<file path="src/rtl/ckv_pkg.sv">
package ckv_pkg;

    localparam int WORD_W = 16;
    localparam int SUM_W  = 32;

    typedef logic [WORD_W-1:0] word_t;
    typedef logic [SUM_W-1:0]  sum_t;

    typedef struct packed {
        logic done;
        logic pass;
    } verdict_t;

    // Nonzero total whose low half equals the stored checksum word.
    function automatic logic image_ok(sum_t total, word_t stored);
        return (total != '0) && (total[WORD_W-1:0] == stored);
    endfunction

    function automatic sum_t widen(word_t w);
        return {{(SUM_W-WORD_W){1'b0}}, w};
    endfunction

endpackage

</file>
<file path="src/rtl/ckv_word_ctr.sv">
module ckv_word_ctr #(
    parameter int IMG_WORDS = 32
) (
    input  logic clk,
    input  logic rst,
    input  logic in_valid,
    input  logic in_last,
    output logic end_now
);
    localparam int CW = (IMG_WORDS > 2) ? $clog2(IMG_WORDS) : 1;
    localparam logic [CW-1:0] LAST_POS = CW'(IMG_WORDS - 1);

    logic [CW-1:0] cnt_q;

    assign end_now = in_valid && (in_last || (cnt_q == LAST_POS));

    always_ff @(posedge clk) begin
        if (rst) begin
            cnt_q <= '0;
        end else if (in_valid) begin
            cnt_q <= end_now ? '0 : cnt_q + 1'b1;
        end
    end


    cnt_bound_chk: assert property (@(posedge clk) disable iff (rst)
        cnt_q <= LAST_POS);


    cnt_wrap_chk: assert property (@(posedge clk) disable iff (rst)
        (in_valid && cnt_q == LAST_POS) |=> cnt_q == '0);

endmodule

</file>
<file path="src/rtl/ckv_accum.sv">
module ckv_accum
    import ckv_pkg::*;
(
    input  logic  clk,
    input  logic  rst,
    input  logic  in_valid,
    input  logic  end_now,
    input  word_t in_word,
    output sum_t  total
);
    sum_t acc_q;

    always_ff @(posedge clk) begin
        if (rst) begin
            acc_q <= '0;
        end else if (in_valid) begin
            if (end_now) acc_q <= '0;
            else         acc_q <= acc_q + widen(in_word);
        end
    end

    assign total = acc_q;


    idle_hold_chk: assert property (@(posedge clk) disable iff (rst)
        !in_valid |=> total == $past(total));


    end_clear_chk: assert property (@(posedge clk) disable iff (rst)
        (in_valid && end_now) |=> total == '0);

endmodule

</file>
<file path="src/rtl/ckv_judge.sv">
module ckv_judge
    import ckv_pkg::*;
(
    input  logic     clk,
    input  logic     rst,
    input  logic     end_now,
    input  sum_t     total,
    input  word_t    in_word,
    output verdict_t verdict
);
    verdict_t v_q;

    always_ff @(posedge clk) begin
        if (rst) begin
            v_q <= '0;
        end else begin
            v_q.done <= end_now;
            v_q.pass <= end_now && image_ok(total, in_word);
        end
    end

    assign verdict = v_q;


    pass_needs_done_chk: assert property (@(posedge clk) disable iff (rst)
        verdict.pass |-> verdict.done);


    no_zero_pass_chk: assert property (@(posedge clk) disable iff (rst)
        verdict.pass |-> $past(total) != '0);


    match_chk: assert property (@(posedge clk) disable iff (rst)
        verdict.pass |-> $past(total[WORD_W-1:0]) == $past(in_word));

endmodule

</file>
<file path="src/rtl/ckv_verifier.sv">
module ckv_verifier
    import ckv_pkg::*;
#(
    parameter int IMG_WORDS = 32
) (
    input  logic        clk,
    input  logic        rst,
    input  logic        in_valid,
    input  logic [15:0] in_word,
    input  logic        in_last,
    output logic        done_o,
    output logic        pass_o
);
    logic     end_now;
    sum_t     total;
    verdict_t verdict;

    ckv_word_ctr #(.IMG_WORDS(IMG_WORDS)) u_ctr (
        .clk      (clk),
        .rst      (rst),
        .in_valid (in_valid),
        .in_last  (in_last),
        .end_now  (end_now)
    );

    ckv_accum u_acc (
        .clk      (clk),
        .rst      (rst),
        .in_valid (in_valid),
        .end_now  (end_now),
        .in_word  (in_word),
        .total    (total)
    );

    ckv_judge u_judge (
        .clk      (clk),
        .rst      (rst),
        .end_now  (end_now),
        .total    (total),
        .in_word  (in_word),
        .verdict  (verdict)
    );

    assign done_o = verdict.done;
    assign pass_o = verdict.pass;


    acc_clear_chk: assert property (@(posedge clk) disable iff (rst)
        done_o |-> total == '0);


    done_src_chk: assert property (@(posedge clk) disable iff (rst)
        done_o |-> $past(in_valid));

endmodule

</file>
<file path="config.mk">
export PLATFORM = sky130hd
export DESIGN_NAME = ckv_verifier
export DESIGN_NICKNAME = d
export VERILOG_FILES = /design/src/rtl/ckv_pkg.sv /design/src/rtl/ckv_word_ctr.sv /design/src/rtl/ckv_accum.sv /design/src/rtl/ckv_judge.sv /design/src/rtl/ckv_verifier.sv
export SDC_FILE = /design/constraint.sdc
export NUM_CORES = 1
export LEC_CHECK = 0
export BUFFER_PORTS_ARGS = -buffer_cell sky130_fd_sc_hd__clkbuf_2
export CORE_MARGIN = 3
export CORE_UTILIZATION = 60
export DETAILED_ROUTE_END_ITERATION = 10
export PLACE_DENSITY = 0.78
export SYNTH_ARGS = -nofsm -noshare
export SYNTH_HDL_FRONTEND = slang
export SYNTH_SLANG_ARGS = --single-unit
</file>
<file path="constraint.sdc">
create_clock -name clk -period 3 [get_ports clk]
set_input_delay 0.45 -clock clk [delete_from_list [all_inputs] [get_ports clk]]
set_output_delay 0.45 -clock clk [all_outputs]
set_load 0.02 [all_outputs]
</file>
==> impl_metrics.py, run 1 <==
metrics = {
    "clocking": {
        "cts_max_level": 2,
        "clock_path_buffers": 2,
        "clkTransAtPathRegs_ns": 0.09,
        "insertion_delay_ns": 0.29,
        "cts_tree": "built",
        "cts_sinks": 39,
        "numCtsBuffers": 5,
        "root_buffer": "clkbuf_8",
        "holdBufCountCts": 0,
        "post_cts_resized": 0,
        "cts_setup_buffers": 0,
    },
    "sta": {
        "finalHoldViolCount": 0,
        "max_freq_mhz": 396,
        "tightest_slew_ns": 1.17,
        "timing.final.max_slew_violations": 0,
        "grt_setup_unrepaired": "false",
        "tns_ns": 0,
        "slew_headroom": 0.214,
        "finalSetupViolations": 0,
        "period_needed_ns": 2.53,
        "fin_crit_sh": 0.843,
        "fin_skew_ns": 0.00835,
    },
    "finish": {
        "final_common_cell": "dfxtp_1",
        "insertedDiodeCount": 0,
        "final_cell_mix": "dfxtp_1 (39), nor2_1 (32), nand2_1 (28)",
        "drive_above_1_share": 0.139,
        "syn_to_final_growth_pct": 7.49,
        "final_area_sq_um": 3000,
        "nets": 397,
    },
    "route": {
        "drtIter0Drc": 299,
        "viasPerCell": 6.61,
        "drt-pass1-iter-count": 4,
        "drt-met1-wl_um": 3590,
        "wl_met3_um": 392,
        "drc": 0,
        "wl_met2_um": 3350,
        "top_layer": "met4",
        "routedWlPerCell_um": 18.0,
        "vias": 2717,
        "ant_nets": 0,
        "wirelength_um": 7410,
    },
    "worst_setup_path": {
        "critPathMaxStageDelay_ns": 0.43,
        "critical_path.cell_chain": "ha_1 > fa_1 > a211oi_2 > o21bai_2 > o311a_2 > o211ai_2 > mux2_2 > o211ai_1",
        "crit_fanout": 5,
        "critPathRequiredTime_ns": 3.22,
        "start_kind": "flip-flop",
        "crit_slowest_cell": "fa_1",
        "critPathKind": "flip-flop to flip-flop",
        "cp.arrival_ns": 2.75,
        "end_kind": "flip-flop",
    },
    "logic_synthesis": {
        "yosysTopAreaCell": "dfxtp_1",
        "ys_types": 62,
        "yosysTopAreaCellShare": 0.280,
        "synth-seq-cells": 39,
        "avgSynthCellArea_sq_um": 8.21,
        "synthCells": 340,
        "synthFlopType": "dfxtp_1",
        "synth_area_sq_um": 2790,
        "syn-num-nets": 379,
        "synth_edf_count": 0,
        "seq_area_frac_synth": 0.280,
        "async_reset_ff_frac": 0,
        "yosysWarnings": 0,
        "synth.area.top_cells": "dfxtp_1 (28%), ha_1 (8.1%), a21oi_1 (4.7%)",
    },
    "status": {
        "status": "finished clean",
    },
    "placed_design": {
        "io_buffers": 21,
        "globalplace.congestion": 0.976,
        "dp_hpwl_um": 5640,
        "place_area_sq_um": 2920,
    },
    "die": {
        "ios": 22,
        "rows": 24,
        "die_area_sq_um": 5510,
        "start_util": 0.632,
        "coreArea_sq_um": 4410,
        "fp.dieH_um": 74.2,
        "die_w_um": 74.2,
    },
    "min_path": {
        "hold_path_class": "flip-flop to flip-flop",
    },
    "grt": {
        "antenna_found_initial": 0,
        "grt_max_degree": 17,
        "grt_pass1_vias": 2475,
        "grt_pass1_wl_um": 12300,
        "grt_overflow": 0,
        "track_usage": 0.288,
    },
    "job": {
        "maxCapViolations": 0,
    },
    "power_and_ir_drop": {
        "power_leakage_nw": 1.20,
        "pwr_density_cell_nw_per_um2": 382,
        "irDropWorstVdd_mv": 0.219,
    },
}
-- worst paths after layout --
check	slack (ns)	end	depth (start not counted)	from
max	0.47	u_acc.total[14]	8	u_acc.total[0]
max reg2reg	0.47	u_acc.total[14]	8	u_acc.total[0]
min reg2reg	0.51	u_acc.total[9]	1	u_acc.total[9]
min	0.51	u_acc.total[9]	1	u_acc.total[9]
-- registers in the layout, summed over array words and instances, names as in the netlist --
signal	flops
u_acc.total	32
u_ctr.cnt_q	5
u_judge.verdict	2
-- cells by family after synthesis --
kind of cell / share of synthesized area
compound gates: 0.280
flops: 0.280
simple gates: 0.257
xor+xnor: 0.0408
buf+inv: 0.0363
mux: 0.0184
fa+ha+maj: 0.0879
-- report_power, final --
| group | internal [mW] | total [mW] | switching, mW |
|---|---|---|---|
| clock | 0.159 | 0.353 | 0.194 |
| combinational | 0.0934 | 0.247 | 0.154 |
| sequential | 0.532 | 0.545 | 0.0137 |
-- cells in the mapped netlist, drive strengths merged (4+ instances only) --
master / count
dfxtp: 39
nor2: 32
nand2: 28
a21oi: 26
ha: 18
nand4: 17
o21ai: 16
nor4: 14
a22oi: 10
xnor2: 9
nand3: 8
a21o: 7
a31oi: 7
buf: 7
clkbuf: 7
inv: 7
nand2b: 7
nor3: 7
a22o: 6
and2: 5
a211oi: 4
a31o: 4
mux2i: 4
or4: 4
xor2: 4
-- worst max-delay path, delay by kind of cell (launching register included) --
kind	cells	cell delay, ns
adder cells (fa/ha/maj)	2	0.65
AO/OA/AOI/OAI	5	1.10
flip-flops	1	0.34
multiplexers	1	0.37
-- through the flow --
step / hold slack, ns / std cells / power [mW] / worst slack (ns) / utilization
6_report: 0.513 / 411 / 1.15 / 0.472 / 0.680
5_1_grt: 0.524 / 411 / 1.20 / 0.315 / 0.680
4_1_cts: 0.515 / 411 / 1.15 / 0.475 / 0.680
3_5_place_dp: 0.497 / 403 / 0.798 / 0.259 / 0.661
3_3_place_gp: 0.486 / 403 / 0.793 / 0.351 / 0.661
2_1_floorplan: 0.464 / 340 / 0.733 / 0.509 / -
-- layer usage --
| metal | GRT usage | vias up |
|---|---|---|
| li1 | - | 1345 |
| met1 | 0.425 | 1283 |
| met2 | 0.441 | 83 |
| met3 | 0.0405 | 6 |
| met4 | 0.0731 | 0 |
| met5 | 0 | - |
-- layout make-up --
cell class / instances / area [sq um]
Clock inverter: 3 / 15.0
Multi-Input combinational cell: 280 / 1910
Clock buffer: 5 / 68.8
Timing Repair Buffer: 25 / 135
Sequential cell: 39 / 781
Fill cell: 395 / 1410
Inverter: 7 / 26.3
Tap cell: 52 / 65.1
Note: power is estimated with default switching activity, not from simulation.
==> inputs of run 2 (changes only) <==
--- a/config.mk
+++ b/config.mk
@@ -5,11 +5,12 @@
 export SDC_FILE = /design/constraint.sdc
 export NUM_CORES = 1
 export LEC_CHECK = 0
+export ABC_AREA = 1
 export BUFFER_PORTS_ARGS = -buffer_cell sky130_fd_sc_hd__clkbuf_2
 export CORE_MARGIN = 3
-export CORE_UTILIZATION = 60
+export CORE_UTILIZATION = 55
 export DETAILED_ROUTE_END_ITERATION = 10
-export PLACE_DENSITY = 0.78
+export PLACE_DENSITY = 0.75
 export SYNTH_ARGS = -nofsm -noshare
 export SYNTH_HDL_FRONTEND = slang
 export SYNTH_SLANG_ARGS = --single-unit
==> constraint.sdc (replaced) <==
create_clock -name clk -period 2.21 [get_ports clk]
set_input_delay 0.3315 -clock clk [delete_from_list [all_inputs] [get_ports clk]]
set_output_delay 0.3315 -clock clk [all_outputs]
set_load 0.02 [all_outputs]
==> impl_metrics.py, run 2 <==
metrics = {
    "finish": {
        "insertedDiodeCount": 0,
        "drive_above_1_share": 0.139,
        "final_cell_mix": "nand2_1 (167), inv_1 (64), nor2_1 (42)",
        "final_common_cell": "nand2_1",
        "largest_reg_flops": 32,
        "syn_to_final_growth_pct": 9.64,
        "nets": 564,
        "fillers": 514,
    },
    "placed_design": {
        "globalplace.congestion": 0.922,
        "dp_hpwl_um": 6190,
        "io_buffers": 21,
    },
    "sta": {
        "grt_setup_unrepaired": "false",
        "tns_ns": 0,
        "finalHoldViolCount": 0,
        "tightest_slew_ns": 0.594,
        "slew_headroom": 0.600,
        "period_needed_ns": 1.95,
        "max_freq_mhz": 513,
        "finalSetupViolations": 0,
        "fin_skew_ns": 0.00632,
        "timing.final.max_slew_violations": 0,
        "fin_crit_sh": 0.881,
    },
    "route": {
        "viasPerCell": 5.34,
        "wirelength_um": 7870,
        "drt-pass1-iter-count": 5,
        "ant_nets": 0,
        "vias": 3183,
        "drc": 0,
        "routedWlPerCell_um": 13.2,
        "drtIter0Drc": 267,
    },
    "clocking": {
        "post_cts_resized": 0,
        "root_buffer": "clkbuf_8",
        "holdBufCountCts": 0,
        "clkTransAtPathRegs_ns": 0.09,
        "numCtsBuffers": 5,
        "cts_setup_buffers": 0,
        "insertion_delay_ns": 0.30,
        "cts_max_level": 2,
        "cts_tree": "built",
        "clock_path_buffers": 2,
        "cts_sinks": 39,
    },
    "logic_synthesis": {
        "synthMuxAreaShare": 0,
        "ys_types": 29,
        "synth_compound_area_frac": 0.0812,
        "synth_most_common_cell": "nand2_1",
        "synthAdderAreaFrac": 0.0804,
        "synth-simple-area-share": 0.476,
        "ys_top_cells_by_count": "nand2_1 (167), inv_1 (64), nor2_1 (42)",
        "yosysTopAreaCellShare": 0.256,
        "synth-seq-cells": 39,
        "synth_top_family_by_area": "simple AND/OR/NAND/NOR gates",
        "async_reset_ff_frac": 0,
        "synth.area.top_cells": "dfxtp_1 (26%), nand2_1 (21%), inv_1 (7.9%)",
        "synth_xor_area_frac": 0.00861,
        "synthFlopType": "dfxtp_1",
        "synthCells": 502,
        "syn-num-nets": 541,
        "synth_area_sq_um": 3050,
        "seq_area_frac_synth": 0.256,
        "yosysTopAreaCell": "dfxtp_1",
        "avgSynthCellArea_sq_um": 6.08,
        "yosysWarnings": 0,
        "synth_edf_count": 0,
    },
    "worst_setup_path": {
        "crit_fanout": 6,
        "cp.arrival_ns": 2.15,
        "end_kind": "flip-flop",
        "start_kind": "flip-flop",
        "critical_path.cell_chain": "ha_1 > fa_1 > nand3_1 > nand3_2 > nand2_1 > nand2_1 > nand3_1 > nand3_2 > a21oi_1 > nor2_1",
        "crit_slowest_cell": "fa_1",
        "critPathKind": "flip-flop to flip-flop",
        "critPathRequiredTime_ns": 2.41,
        "critPathBufInv": 0,
        "cpLargestDelayFamily": "simple AND/OR/NAND/NOR gates",
        "reg2reg_setup_slack_ns": 0.26,
        "critPathMaxStageDelay_ns": 0.44,
    },
    "power_and_ir_drop": {
        "p_sw_frac": 0.312,
        "pwr_density_cell_nw_per_um2": 515,
        "power.switching_mw": 0.538,
        "pwr-share-clk": 0.363,
        "power_leakage_nw": 1.62,
        "p_int_mw": 1.19,
        "combPwrFrac": 0.209,
        "power_mw": 1.72,
        "irDropWorstVdd_mv": 0.357,
        "pwr-share-seq": 0.428,
    },
    "grt": {
        "track_usage": 0.270,
        "grt_pass1_wl_um": 13800,
        "antenna_found_initial": 0,
        "grt_overflow": 0,
        "grt_pass1_vias": 3009,
        "grt_max_degree": 22,
    },
    "die": {
        "start_util": 0.583,
        "die_area_sq_um": 6480,
        "die_w_um": 80.5,
        "ios": 22,
        "coreArea_sq_um": 5240,
        "rows": 26,
        "fp.dieH_um": 80.5,
    },
    "status": {
        "status": "finished clean",
    },
    "job": {
        "maxCapViolations": 0,
    },
    "min_path": {
        "hold_path_class": "primary input to flip-flop",
    },
}
## run 2: cell types whose count changed in the layout (fill, tap and decap cells not counted), sizes merged, moves of 6 or more
cell,before,now
a21o,7,1
inv,7,68
a22o,6,0
nand4,17,11
nand3,8,49
a22oi,10,0
xnor2,9,0
a21oi,26,40
nand2b,7,0
nor2,32,50
nand2,28,179
o21ai,16,2
## run 2: worst register-to-register path, stage by stage, from the launching register on
cell	delay (ns)
dfxtp_1	0.34
ha_1	0.23
fa_1	0.44
nand3_1	0.12
nand3_2	0.11
nand2_1	0.08
nand2_1	0.09
nand3_1	0.11
nand3_2	0.11
a21oi_1	0.17
nor2_1	0.06
## run 2: cell type report
| cell class | count | area [sq um] | area share |
|---|---|---|---|
| multi-input combinational | 386 | 1970 | 0.589 |
| sequential | 39 | 781 | 0.233 |
| inverter | 68 | 255 | 0.0763 |
| timing repair buffer | 25 | 135 | 0.0404 |
| tap | 70 | 87.6 | 0.0262 |
| clock buffer | 5 | 68.8 | 0.0206 |
| clock inverter | 3 | 46.3 | 0.0138 |
## run 2: power by group through the flow
stage                     clock network, mW  logic [mW]  registers [mW]
after detailed placement                  0       0.352           0.753
final                                 0.626       0.360           0.737
after global placement                    0       0.347           0.753
after global routing                  0.673       0.407           0.740
after CTS                             0.644       0.355           0.737
after floorplan                           0       0.263           0.750
## run 2: kinds of logic after synthesis
family / Yosys count
AOI/OAI and AO/OA: 46
adders and majority gates: 19
xor gates and xnor gates: 3
buffers and inverters: 77
DFF: 39
and+or+nand+nor: 318
## run 2: path summary, 6_finish.rpt
| check | startpoint | endpoint | cells after the start |
|---|---|---|---|
| worst min register to register | u_ctr.cnt_q[4] | u_ctr.cnt_q[4] | 2 |
| worst min-delay path | in_last | u_judge.verdict[1] | 3 |
| worst max-delay path | u_acc.total[0] | u_acc.total[22] | 10 |
| worst max register to register | u_acc.total[0] | u_acc.total[22] | 10 |
## run 2: per-stage QoR
step	utilization	worst slack (ns)	hold WS, ns	cells	cell area [sq um]
after floorplan	-	0.391	0.420	502	3050
after global placement	0.617	0.225	0.458	588	3230
after detailed placement	0.617	0.181	0.479	588	3230
after CTS	0.639	0.273	0.406	596	3350
after global routing	0.639	0.100	0.448	596	3350
final	0.639	0.262	0.411	596	3350
## run 2: per-layer routing
metal,vias to the layer above,wire (um),global-route usage
li1,1668,-,-
met1,1415,3830,0.386
met2,80,3350,0.403
met3,20,523,0.0448
met4,0,167,0.0997
met5,-,0,0
==> inputs of run 3 (changes only) <==
--- a/config.mk
+++ b/config.mk
@@ -7,6 +7,7 @@
 export LEC_CHECK = 0
 export ABC_AREA = 1
 export BUFFER_PORTS_ARGS = -buffer_cell sky130_fd_sc_hd__clkbuf_2
+export CORE_ASPECT_RATIO = 1.2
 export CORE_MARGIN = 3
 export CORE_UTILIZATION = 55
 export DETAILED_ROUTE_END_ITERATION = 10
==> impl_metrics.py, run 3 (same netlist as run 2, synthesis figures left out) <==
metrics = {
    "finish": {
        "final_cell_mix": "nand2_1 (167), inv_1 (64), nor2_1 (42)",
        "final_common_cell": "nand2_1",
        "drive_above_1_share": 0.140,
        "largest_reg_flops": 32,
        "insertedDiodeCount": 0,
        "syn_to_final_growth_pct": 9.76,
        "nets": 565,
        "fillers": 527,
    },
    "grt": {
        "grt_pass1_wl_um": 13000,
        "grt_pass1_vias": 3029,
        "antenna_found_initial": 0,
        "track_usage": 0.258,
        "grt_max_degree": 22,
        "grt_overflow": 0,
    },
    "power_and_ir_drop": {
        "pwr_density_cell_nw_per_um2": 520,
        "power_leakage_nw": 1.64,
        "irDropWorstVdd_mv": 0.400,
    },
    "route": {
        "drtIter0Drc": 156,
        "vias": 3199,
        "drt-pass1-iter-count": 6,
        "wl_met3_um": 232,
        "drc": 0,
        "wirelength_um": 7610,
        "viasPerCell": 5.43,
        "top_layer": "met4",
        "ant_nets": 0,
        "wl_met2_um": 3860,
        "routedWlPerCell_um": 12.9,
        "drt-met1-wl_um": 3180,
    },
    "worst_setup_path": {
        "cp.arrival_ns": 2.12,
        "reg2reg_depth": 9,
        "critPathKind": "flip-flop to flip-flop",
        "crit_slowest_cell": "fa_1",
        "reg2reg_setup_slack_ns": 0.26,
        "start_kind": "flip-flop",
        "crit_fanout": 6,
        "critPathRequiredTime_ns": 2.38,
        "critical_path.cell_chain": "ha_1 > fa_1 > nand3_1 > nand3_2 > nand2_1 > nand2_1 > or2_2 > nand3_1 > a21oi_1",
        "r2r_start": "u_acc.total[0]",
        "critPathMaxStageDelay_ns": 0.42,
        "r2r_end": "u_acc.total[6]",
        "end_kind": "flip-flop",
    },
    "sta": {
        "finalSetupViolations": 0,
        "worst_slack_ns": 0.259,
        "max_freq_mhz": 513,
        "timing.final.max_slew_violations": 0,
        "grt_setup_unrepaired": "false",
        "tightest_slew_ns": 0.542,
        "finalHoldViolCount": 0,
        "fin_crit_sh": 0.883,
        "fin_skew_ns": 0.00489,
        "tns_ns": 0,
        "slew_headroom": 0.635,
        "period_needed_ns": 1.95,
    },
    "job": {
        "maxCapViolations": 0,
    },
    "placed_design": {
        "io_buffers": 21,
        "globalplace.congestion": 0.991,
        "dp_hpwl_um": 6200,
        "place_ws_ns": 0.170,
    },
    "clocking": {
        "holdBufCountCts": 0,
        "clock_path_buffers": 2,
        "cts_sinks": 39,
        "post_cts_resized": 0,
        "numCtsBuffers": 5,
        "cts_max_level": 2,
        "cts_setup_buffers": 0,
        "cts_tree": "built",
        "clkTransAtPathRegs_ns": 0.09,
        "insertion_delay_ns": 0.30,
        "root_buffer": "clkbuf_8",
    },
    "die": {
        "coreArea_sq_um": 5330,
        "rows": 29,
        "die_w_um": 74,
        "ios": 22,
        "start_util": 0.572,
        "fp.dieH_um": 87.6,
        "die_area_sq_um": 6480,
    },
    "status": {
        "status": "finished clean",
    },
    "min_path": {
        "hold_path_class": "primary input to flip-flop",
        "holdPathEnd": "u_judge.verdict[1]",
        "min_from": "in_last",
        "hold_depth": 3,
    },
}
run 3: cell count changes in the layout (fill, tap and decap cells not counted):
| cell | previous run | this run |
|---|---|---|
| clkbuf_8 | 5 | 6 |
| clkinvlp_4 | 1 | 0 |
| buf_4 | 4 | 5 |
run 3: report_power, final:
| part | total, mW | internal (mW) | switching (mW) | leakage, nW |
|---|---|---|---|---|
| sequential | 0.736 | 0.721 | 0.0152 | 0.316 |
| combinational | 0.355 | 0.125 | 0.230 | 1.26 |
| clock | 0.652 | 0.372 | 0.280 | 0.0618 |
run 3: critical path, delay by kind of cell (launching register included):
family | cells | cell delay (ns)
AND/OR/NAND/NOR | 6 | 0.79
flip-flops | 1 | 0.33
adder cells (fa/ha/maj) | 2 | 0.64
AO/OA/AOI/OAI | 1 | 0.06
run 3: layout make-up:
cell class,instances,area [sq um],share of cell area
Clock buffer,6,82.6,0.0247
Timing Repair Buffer,26,143,0.0426
Tap cell,62,77.6,0.0232
Clock inverter,2,38.8,0.0116
Inverter,68,255,0.0762
Multi-Input combinational cell,386,1970,0.589
Sequential cell,39,781,0.233
run 3: how the worst max path moves through the flow:
stage,end,start
after floorplan,u_acc.total[6],in_word[0]
after global placement,u_acc.total[6],in_word[0]
after detailed placement,u_acc.total[6],in_word[0]
after CTS,u_acc.total[6],u_acc.total[0]
after global routing,u_acc.total[30],u_acc.total[0]
final,u_acc.total[6],u_acc.total[0]
run 3: layer usage:
layer	track usage	vias to the layer above
met5	0	-
met4	0.152	0
met3	0.0367	28
met2	0.465	62
met1	0.282	1435
li1	-	1674
run 3: through the flow:
| stage | util | instance area [sq um] | instances | power (mW) | hold WS, ns |
|---|---|---|---|---|---|
| final | 0.628 | 3350 | 589 | 1.74 | 0.431 |
| after global routing | 0.628 | 3350 | 589 | 1.84 | 0.450 |
| after CTS | 0.628 | 3350 | 589 | 1.76 | 0.416 |
| after detailed placement | 0.605 | 3230 | 581 | 1.11 | 0.468 |
| after global placement | 0.605 | 3230 | 581 | 1.10 | 0.457 |
| after floorplan | - | 3050 | 502 | 1.01 | 0.420 |
